===== config.mk =====
export PLATFORM = sky130hd
export DESIGN_NAME = fpstk_file
export DESIGN_NICKNAME = d
export VERILOG_FILES = /design/src/rtl/fpstk_pkg.sv /design/src/rtl/fpstk_ctrl.sv /design/src/rtl/fpstk_tags.sv /design/src/rtl/fpstk_regs.sv /design/src/rtl/fpstk_file.sv
export SDC_FILE = /design/constraint.sdc
export NUM_CORES = 1
export LEC_CHECK = 0
export BUFFER_PORTS_ARGS = -buffer_cell sky130_fd_sc_hd__buf_2
export CORE_UTILIZATION = 65
export DETAILED_ROUTE_END_ITERATION = 8
export GPL_ROUTABILITY_DRIVEN = 0
export GPL_TIMING_DRIVEN = 0
export PLACE_DENSITY = 0.84
export SYNTH_ARGS = -nofsm -noshare
export SYNTH_HDL_FRONTEND = slang
export SYNTH_SLANG_ARGS = --single-unit

===== constraint.sdc =====
create_clock -name clk -period 4.6 [get_ports clk]
set_input_delay 0.92 -clock clk [delete_from_list [all_inputs] [get_ports clk]]
set_output_delay 0.92 -clock clk [all_outputs]
set_load 0.005 [all_outputs]

===== src/rtl/fpstk_pkg.sv =====
package fpstk_pkg;
  typedef enum logic [2:0] {
    OP_NOP  = 3'd0,
    OP_PUSH = 3'd1,
    OP_READ = 3'd2,
    OP_XCHG = 3'd3,
    OP_INCP = 3'd4,
    OP_DECP = 3'd5,
    OP_INIT = 3'd6,
    OP_RSVD = 3'd7
  } stk_op_e;
endpackage


===== src/rtl/fpstk_ctrl.sv =====
// Command decode and fault detection; purely combinational.
module fpstk_ctrl #(
  parameter int DEPTH = 8,
  localparam int PW = $clog2(DEPTH)
) (
  input  logic             cmd_valid,
  input  logic [2:0]       cmd_op,
  input  logic [PW-1:0]    cmd_idx,
  input  logic             cmd_pop,
  input  logic [PW-1:0]    top_q,
  input  logic [DEPTH-1:0] tags_q,
  output logic [PW-1:0]    top_nxt,
  output logic [PW-1:0]    addr_dec,
  output logic [PW-1:0]    addr_rel,
  output logic             ovf,
  output logic             unf,
  output logic             do_push,
  output logic             do_read,
  output logic             do_xchg,
  output logic             do_pop,
  output logic             do_init
);
  import fpstk_pkg::*;

  stk_op_e op;
  logic    ref_bad;
  logic    need_top;

  always_comb begin
    op       = stk_op_e'(cmd_op);
    addr_dec = top_q - PW'(1);
    addr_rel = top_q + cmd_idx;
    need_top = (op == OP_XCHG) || cmd_pop;
    ref_bad  = !tags_q[addr_rel] || (need_top && !tags_q[top_q]);

    ovf     = cmd_valid && (op == OP_PUSH) && tags_q[addr_dec];
    unf     = cmd_valid && ((op == OP_READ) || (op == OP_XCHG)) && ref_bad;
    do_push = cmd_valid && (op == OP_PUSH) && !ovf;
    do_read = cmd_valid && (op == OP_READ) && !unf;
    do_xchg = cmd_valid && (op == OP_XCHG) && !unf;
    do_pop  = (do_read || do_xchg) && cmd_pop;
    do_init = cmd_valid && (op == OP_INIT);

    top_nxt = top_q;
    if (do_init)                                top_nxt = '0;
    else if (do_push)                           top_nxt = addr_dec;
    else if (do_pop)                            top_nxt = top_q + PW'(1);
    else if (cmd_valid && (op == OP_INCP))      top_nxt = top_q + PW'(1);
    else if (cmd_valid && (op == OP_DECP))      top_nxt = top_q - PW'(1);
  end
endmodule


===== src/rtl/fpstk_tags.sv =====
// Valid tag per physical entry.
module fpstk_tags #(
  parameter int DEPTH = 8,
  localparam int PW = $clog2(DEPTH)
) (
  input  logic             clk,
  input  logic             rst_n,
  input  logic             set_en,
  input  logic [PW-1:0]    set_addr,
  input  logic             clr_en,
  input  logic [PW-1:0]    clr_addr,
  input  logic             clr_all,
  output logic [DEPTH-1:0] tags_q
);
  logic [DEPTH-1:0] tags_nxt;
  logic             tags_en;

  always_comb begin
    tags_en  = set_en || clr_en || clr_all;
    tags_nxt = tags_q;
    if (clr_all) begin
      tags_nxt = '0;
    end else begin
      if (set_en) tags_nxt[set_addr] = 1'b1;
      if (clr_en) tags_nxt[clr_addr] = 1'b0;
    end
  end

  always_ff @(posedge clk or negedge rst_n) begin
    if (!rst_n)       tags_q <= '0;
    else if (tags_en) tags_q <= tags_nxt;
  end
endmodule


===== src/rtl/fpstk_regs.sv =====
// Data entries: two write ports, two combinational read ports.
module fpstk_regs #(
  parameter int DEPTH = 8,
  parameter int W     = 80,
  localparam int PW = $clog2(DEPTH)
) (
  input  logic          clk,
  input  logic          wa_en,
  input  logic [PW-1:0] wa_addr,
  input  logic [W-1:0]  wa_data,
  input  logic          wb_en,
  input  logic [PW-1:0] wb_addr,
  input  logic [W-1:0]  wb_data,
  input  logic [PW-1:0] ra_addr,
  output logic [W-1:0]  ra_data,
  input  logic [PW-1:0] rb_addr,
  output logic [W-1:0]  rb_data
);
  logic [DEPTH-1:0][W-1:0] mem_q;

  for (genvar g = 0; g < DEPTH; g++) begin : g_ent
    logic         hit_a, hit_b, ent_en;
    logic [W-1:0] ent_nxt;
    always_comb begin
      hit_a   = wa_en && (wa_addr == PW'(g));
      hit_b   = wb_en && (wb_addr == PW'(g));
      ent_en  = hit_a || hit_b;
      ent_nxt = hit_a ? wa_data : wb_data;
    end
    always_ff @(posedge clk) begin
      if (ent_en) mem_q[g] <= ent_nxt;
    end
  end

  always_comb begin
    ra_data = mem_q[ra_addr];
    rb_data = mem_q[rb_addr];
  end
endmodule


===== src/rtl/fpstk_file.sv =====
module fpstk_file #(
  parameter int DEPTH = 8,
  parameter int W     = 80,
  localparam int PW = $clog2(DEPTH)
) (
  input  logic             clk,
  input  logic             rst_n,
  input  logic             cmd_valid,
  input  logic [2:0]       cmd_op,
  input  logic [PW-1:0]    cmd_idx,
  input  logic             cmd_pop,
  input  logic [W-1:0]     wr_data,
  output logic [W-1:0]     rd_data,
  output logic             rd_valid,
  output logic [PW-1:0]    top_o,
  output logic [DEPTH-1:0] tags_o,
  output logic             stk_fault,
  output logic             inv_op,
  output logic             c1_dir
);
  // reset synchroniser: assert asynchronously, release on clock
  logic rst_meta, rst_q;
  always_ff @(posedge clk or negedge rst_n) begin
    if (!rst_n) begin
      rst_meta <= 1'b0;
      rst_q    <= 1'b0;
    end else begin
      rst_meta <= 1'b1;
      rst_q    <= rst_meta;
    end
  end

  logic [PW-1:0]    top_q, top_nxt, addr_dec, addr_rel;
  logic [DEPTH-1:0] tags_q;
  logic             ovf, unf, do_push, do_read, do_xchg, do_pop, do_init;
  logic [W-1:0]     st0_data, sti_data;

  fpstk_ctrl #(.DEPTH(DEPTH)) u_ctrl (
    .cmd_valid(cmd_valid), .cmd_op(cmd_op), .cmd_idx(cmd_idx), .cmd_pop(cmd_pop),
    .top_q(top_q), .tags_q(tags_q), .top_nxt(top_nxt), .addr_dec(addr_dec),
    .addr_rel(addr_rel), .ovf(ovf), .unf(unf), .do_push(do_push),
    .do_read(do_read), .do_xchg(do_xchg), .do_pop(do_pop), .do_init(do_init)
  );

  fpstk_tags #(.DEPTH(DEPTH)) u_tags (
    .clk(clk), .rst_n(rst_q),
    .set_en(do_push), .set_addr(addr_dec),
    .clr_en(do_pop), .clr_addr(top_q),
    .clr_all(do_init), .tags_q(tags_q)
  );

  logic          wa_en;
  logic [PW-1:0] wa_addr;
  logic [W-1:0]  wa_data;
  always_comb begin
    wa_en   = do_push || do_xchg;
    wa_addr = do_push ? addr_dec : top_q;
    wa_data = do_push ? wr_data  : sti_data;
  end

  fpstk_regs #(.DEPTH(DEPTH), .W(W)) u_regs (
    .clk(clk),
    .wa_en(wa_en), .wa_addr(wa_addr), .wa_data(wa_data),
    .wb_en(do_xchg), .wb_addr(addr_rel), .wb_data(st0_data),
    .ra_addr(top_q), .ra_data(st0_data),
    .rb_addr(addr_rel), .rb_data(sti_data)
  );

  // pointer
  logic top_en;
  always_comb top_en = (top_nxt != top_q) || do_init;
  always_ff @(posedge clk or negedge rst_q) begin
    if (!rst_q)      top_q <= '0;
    else if (top_en) top_q <= top_nxt;
  end

  // result and fault outputs
  logic          flt_nxt, c1_nxt;
  logic [W-1:0]  rd_q;
  logic          rdv_q, flt_q, c1_q;
  always_comb begin
    flt_nxt = ovf || unf;
    c1_nxt  = ovf;
  end
  always_ff @(posedge clk or negedge rst_q) begin
    if (!rst_q) begin
      rdv_q <= 1'b0;
      flt_q <= 1'b0;
      c1_q  <= 1'b0;
    end else begin
      rdv_q <= do_read;
      flt_q <= flt_nxt;
      c1_q  <= c1_nxt;
    end
  end
  always_ff @(posedge clk or negedge rst_q) begin
    if (!rst_q)       rd_q <= '0;
    else if (do_read) rd_q <= sti_data;
  end

  always_comb begin
    rd_data   = rd_q;
    rd_valid  = rdv_q;
    top_o     = top_q;
    tags_o    = tags_q;
    stk_fault = flt_q;
    inv_op    = flt_q;
    c1_dir    = c1_q;
  end
endmodule


==> flow_metrics.py, run 1 <==
metrics = {
    "run_status": {
        "outcome": "completed",
    },
    "clock_tree": {
        "clk_pin_slew_ns": 0.06,
        "cts_tree": "built",
        "holdBufCountCts": 0,
        "root_buffer": "clkbuf_16",
        "cts_sinks": 736,
        "clock_path_buffers": 3,
        "numCtsBuffers": 78,
        "htreeDepth": 3,
        "clk_latency_ns": 0.64,
    },
    "synth": {
        "ys.flop_type": "edfxtp_1",
        "synthTopCellsByArea": "edfxtp_1 47%, mux2i_1 18%, mux4_2 18%, dfrtp_1 5.8%, mux2_2 2.3%",
        "synthArstFlopShare_pct": 13.0,
        "yosysUniqueCellTypes": 55,
        "yosysTopAreaCell": "edfxtp_1",
        "synth-edff-count": 640,
        "yosysSeqAreaShare_pct": 52.5,
        "ys_ff_latch": 736,
        "netlist.area_leader.share_pct": 46.7,
        "synthCells": 2328,
        "avgSynthCellArea_um2": 17.7,
        "synth.most_common_cell": "mux2i_1",
        "ys_top_cells_by_count": "743 x mux2i_1, 640 x edfxtp_1, 324 x mux4_2, 96 x dfrtp_1, 83 x mux2_2",
        "postSynthNetCount": 2422,
        "yosys_warnings": 0,
        "syn_area_um2": 41100,
    },
    "critical_path": {
        "slowest_delay_ns": 0.55,
        "crit_required_ns": 4.92,
        "slowest_stage": "dfrtp_1",
        "timing_worst_setup_path_type": "register to register",
        "cp.buffers_inverters": 8,
        "end_kind": "register",
        "critical_path_arrival_ns": 4.84,
        "crit_family": "buffers and inverters",
        "worstPathCellList": "buf_6, inv_1, ha_2, mux4_2, nor3_2, buf_4, a2bb2oi_1, buf_2, buf_4, o21bai_4, buf_12, buf_16, buf_16",
        "cp_max_fo": 16,
        "cp-start-kind": "register",
    },
    "floorplan": {
        "die_area_um2": 64300,
        "die_w_um": 254,
        "die_y_um": 254,
        "num_rows": 91,
        "ios": 185,
        "core_area_um2": 62200,
        "initial_core_util_pct": 66.2,
    },
    "timing": {
        "period_needed_ns": 4.52,
        "finalMaxSlewViolations": 0,
        "clock_skew_ns": 0.0249,
        "hold_viol": 0,
        "slew-limit-headroom_pct": 14.2,
        "setup_viol": 0,
        "tightest_slew_ns": 1.29,
        "worst_slack_ns": 0.0795,
        "fin_crit_sh_pct": 98.3,
        "grt_setup_unrepaired": "false",
        "max_freq_mhz": 221,
        "fin_hold_ws_ns": 0.0782,
    },
    "grt": {
        "antenna_found_initial": 3,
        "grt_max_degree": 49,
        "grt_usage_pct": 36.8,
        "grt_pass1_wl_mm": 170,
        "globalRoute.totalOverflow": 0,
        "grt_pass1_vias": 26800,
    },
    "drt": {
        "routed_wl_mm": 116,
        "drc": 0,
        "final_antenna_net_count": 0,
        "vias_per_cell": 7.23,
        "vias": 25500,
        "first_iter_violations": 3446,
        "firstDrtPassIters": 6,
        "routedWlPerCell_um": 32.9,
    },
    "worst_hold_path": {
        "hold_class": "input port to async pin",
    },
    "layout": {
        "fin_util_pct": 75.3,
        "drive_gt1_share_pct": 35.2,
        "area_delta_synth_final_pct": 13.8,
        "stdcell_count": 3533,
        "nNetsFinal": 2728,
    },
    "job": {
        "drv_cap": 0,
    },
    "placement": {
        "dp_cells": 3391,
        "hpwlAfterDp_mm": 74.2,
        "pre_cts_slack_ns": -0.686,
        "port_buffers": 184,
    },
    "power_and_ir_drop": {
        "p_per_area_nw_per_um2": 700,
        "p_leak_nw": 19.4,
        "power_mw": 32.8,
        "vdd_drop_max_mv": 0.496,
    },
}
[worst paths after layout]
check	startpoint	endpoint	slack, ns	depth (start not counted)
setup / recovery	top_o[0]	u_regs.mem_q[271]	0.08	13
hold / removal	rst_n	rst_q	0.08	1
setup reg to reg	top_o[0]	u_regs.mem_q[271]	0.08	13
hold reg to reg	rst_meta	rst_q	0.36	0
max in group asynchronous	rst_q	rd_data[22]	3.47	1
min in group clk	rst_meta	rst_q	0.36	0
[through the flow]
step / instance area [µm²] / setup TNS, ns
6_report: 46800 / 0
5_1_grt: 46800 / 0
4_1_cts: 46800 / 0
3_5_place_dp: 44200 / -387.25
3_3_place_gp: 43300 / -1749.21
2_1_floorplan: 41300 / -88.87
[registers in the layout (all words and copies together), names as in the netlist]
name / cells
u_tags.tags_q: 8
rd_data: 80
c1_dir: 1
rst_meta: 1
rd_valid: 1
rst_q: 1
u_regs.mem_q: 640
inv_op: 1
top_o: 3
[layout by cell type, fill, tap and decap left out, types with 9 or more instances in the layout]
master and instances:
buf_1 17, clkinv_1 9, edfxtp_1 640, buf_6 74, mux2_1 80, clkbuf_8 9, buf_12 12, clkinv_2 10
buf_16 21, mux2_2 83, buf_4 15, buf_8 9, dfrtp_1 95, clkbuf_16 81, clkbuf_1 73, a21oi_1 9
mux2i_1 741, buf_2 208, clkbuf_2 10, mux4_2 324, mux2i_2 62
[layer usage]
| layer | vias up | part of all wire [%] | GRT usage (%) |
|---|---|---|---|
| met5 | - | 0.066 | 0.849 |
| met4 | 2 | 4.8 | 18.3 |
| met3 | 394 | 11 | 8.19 |
| met2 | 1755 | 48 | 58.6 |
| met1 | 13100 | 36 | 48.0 |
| li1 | 10300 | - | - |
[cell families (layout without fill, tap and decap cells)]
kind of cell	Yosys count	in the layout	synth area share (%)
compound gates	51	51	0.870
mux	1292	1292	42.3
flops	736	736	52.5
other cells	1	4	0.00911
buf+inv	196	561	3.33
xor+xnor	5	5	0.140
fa+ha+maj	4	4	0.140
simple gates	43	43	0.617
[where the power goes]
part           internal (mW)  switching [mW]  leakage, nW  total, mW
Combinational           7.08            10.1         11.1       17.2
Clock                   3.74            2.64         1.24       6.38
Sequential              8.99           0.239         7.07       9.23
Total                   19.8            13.0         19.4       32.8
[what timing repair did]
action                     in CTS  in global routing
setup endpoints to repair     288                161
setup buffers                   0                  1
gates resized for setup        10                  6
[area by class of cell]
| cell class | count | area [µm²] |
|---|---|---|
| fillers | 3644 | 15400 |
| clock inverters | 28 | 310 |
| well taps | 837 | 1050 |
| inverters | 4 | 15.0 |
| multi-input cells | 1396 | 18300 |
| flip-flops and latches | 736 | 21600 |
| plain buffers | 191 | 1380 |
| repair buffers | 227 | 1880 |
| diodes | 3 | 7.51 |
| clock buffers | 111 | 2220 |
(Power assumes the default switching activity.)
==> run 2: changes to the inputs <==
--- a/config.mk
+++ b/config.mk
@@ -5,12 +5,12 @@
 export SDC_FILE = /design/constraint.sdc
 export NUM_CORES = 1
 export LEC_CHECK = 0
-export BUFFER_PORTS_ARGS = -buffer_cell sky130_fd_sc_hd__buf_2
-export CORE_UTILIZATION = 65
+export BUFFER_PORTS_ARGS = -buffer_cell sky130_fd_sc_hd__buf_4
+export CORE_UTILIZATION = 67
 export DETAILED_ROUTE_END_ITERATION = 8
 export GPL_ROUTABILITY_DRIVEN = 0
 export GPL_TIMING_DRIVEN = 0
-export PLACE_DENSITY = 0.84
+export PLACE_DENSITY = 0.86
 export SYNTH_ARGS = -nofsm -noshare
 export SYNTH_HDL_FRONTEND = slang
 export SYNTH_SLANG_ARGS = --single-unit
==> flow_metrics.py, run 2 (synthesis gave the netlist of run 1 again) <==
metrics = {
    "clock_tree": {
        "root_buffer": "clkbuf_16",
        "clk_pin_slew_ns": 0.06,
        "cts_tree": "built",
        "clock_path_buffers": 3,
        "htreeDepth": 3,
        "holdBufCountCts": 0,
        "numCtsBuffers": 78,
        "cts_sinks": 736,
        "clk_latency_ns": 0.63,
    },
    "layout": {
        "layout_commonest_cell": "mux2i_1",
        "drive_gt1_share_pct": 35.0,
        "nNetsFinal": 2729,
        "seqCellArea_um2": 21600,
        "regMostFlops": "u_regs.mem_q",
        "fillers": 3265,
        "multiInputGateArea_um2": 18300,
        "stdcell_count": 3484,
        "largest_register_ffs": 640,
        "area_delta_synth_final_pct": 14.5,
        "mostFrequentLayoutCells": "742 x mux2i_1, 640 x edfxtp_1, 324 x mux4_2, 201 x buf_4, 95 x dfrtp_1",
    },
    "placement": {
        "port_buffers": 184,
        "dp_cells": 3333,
        "hpwlAfterDp_mm": 73.8,
    },
    "grt": {
        "globalRoute.totalOverflow": 0,
        "grt_max_degree": 54,
        "grt_pass1_vias": 27200,
        "grt_pass1_wl_mm": 172,
        "antenna_found_initial": 2,
        "grt_usage_pct": 37.9,
    },
    "timing": {
        "period_needed_ns": 4.53,
        "max_freq_mhz": 221,
        "grt_setup_unrepaired": "false",
        "finalMaxSlewViolations": 9,
        "fin_hold_ws_ns": 0.0679,
        "hold_viol": 0,
        "tightest_slew_ns": 1.53,
        "clock_skew_ns": 0.0179,
        "fin_crit_sh_pct": 98.4,
        "setup_viol": 0,
        "slew-limit-headroom_pct": -2.08,
    },
    "critical_path": {
        "timing_worst_setup_path_type": "register to register",
        "cp.buffers_inverters": 3,
        "slowest_stage": "mux2i_1",
        "cp_max_fo": 14,
        "end_kind": "register",
        "r2r_slack_ns": 0.07,
        "worstPathCellList": "ha_4, fa_1, clkbuf_8, clkbuf_2, clkbuf_1, mux4_2, mux2_2, mux2i_1, mux2i_1",
        "slowest_delay_ns": 0.68,
        "crit_family": "multiplexers",
        "cp-start-kind": "register",
        "crit_required_ns": 4.92,
        "critical_path_arrival_ns": 4.85,
        "path_common_cell": "mux2i_1",
    },
    "power_and_ir_drop": {
        "p_leak_nw": 19.4,
        "vdd_drop_max_mv": 0.527,
        "power_mw": 32.6,
        "p_per_area_nw_per_um2": 692,
    },
    "drt": {
        "first_iter_violations": 3283,
        "vias": 25900,
        "routed_wl_mm": 117,
        "final_antenna_net_count": 0,
        "drc": 0,
        "vias_per_cell": 7.42,
        "routedWlPerCell_um": 33.5,
        "firstDrtPassIters": 6,
    },
    "floorplan": {
        "die_area_um2": 62400,
        "core_area_um2": 60500,
        "die_w_um": 250,
        "die_y_um": 250,
        "ios": 185,
        "initial_core_util_pct": 68.0,
        "num_rows": 90,
    },
    "run_status": {
        "violations": "capacitance limit, slew limit",
        "outcome": "finished, violations left",
    },
    "worst_hold_path": {
        "hold_class": "input port to async pin",
    },
    "job": {
        "drv_cap": 1,
    },
}
-- run 2: cell count changes in the layout (fill, tap and decap cells not counted), sizes merged --
cell / previous run / this run
bufinv: 7 / 1
clkbuf: 173 / 176
clkinv: 20 / 26
diode: 3 / 1
inv: 4 / 8
o21bai: 2 / 3
-- run 2: through the flow --
step	cell area, µm²	setup WS, ns	TNS, ns	utilization [%]
final	47100	0.0725	0	77.9
after global routing	47100	0.0128	0	77.9
after CTS	47100	0.0120	0	77.9
after detailed placement	44600	-0.825	-427.20	73.7
after global placement	43700	-3.78	-1731.76	72.2
after floorplan	41300	-0.560	-88.87	-
-- run 2: per-layer routing --
metal / up-vias / global-route usage (%) / wire length (µm)
met5: - / 0 / 71
li1: 10300 / - / -
met1: 13200 / 49.5 / 41100
met2: 1970 / 60.7 / 56000
met3: 419 / 8.69 / 13800
met4: 2 / 17.7 / 5830
-- run 2: what timing repair did --
item	CTS	global route
setup buffers	4	0
pin swaps	1	0
resized for setup	5	7
cloned	1	0
setup endpoints to repair	217	179
-- run 2: report_power, final --
group          leakage [nW]  internal, mW  switching (mW)  total (mW)
Combinational          11.2          7.18            10.1        17.3
Clock                  1.20          3.46            2.67        6.12
Sequential             7.07          8.99           0.242        9.23
Total                  19.4          19.6            13.0        32.6
-- run 2: area by class of cell --
cell class,instances,area share (%)
multi-input cells,1397,38.9
clock inverters,32,0.396
flip-flops and latches,736,45.9
well taps,782,2.08
diodes,1,0.00531
repair buffers,227,4.98
inverters,4,0.0319
plain buffers,191,2.92
clock buffers,114,4.78
-- run 2: final timing paths --
kind                                from           endpoint  depth (start not counted)
min in group clk                rst_meta              rst_q                          0
worst min register to register     rst_q        rd_data[70]                          0
worst min-delay path               rst_n           rst_meta                          1
max in group asynchronous          rst_q        rd_data[34]                          1
worst max-delay path            top_o[0]  u_regs.mem_q[303]                          9
worst max register to register  top_o[0]  u_regs.mem_q[303]                          9
-- run 2: worst reg2reg max path: cells and delay by family, from the launching register on --
kind	cells	cell delay, ns
flops	1	0.46
fa+ha+maj	2	0.74
buf+inv	3	1.38
mux	4	1.66
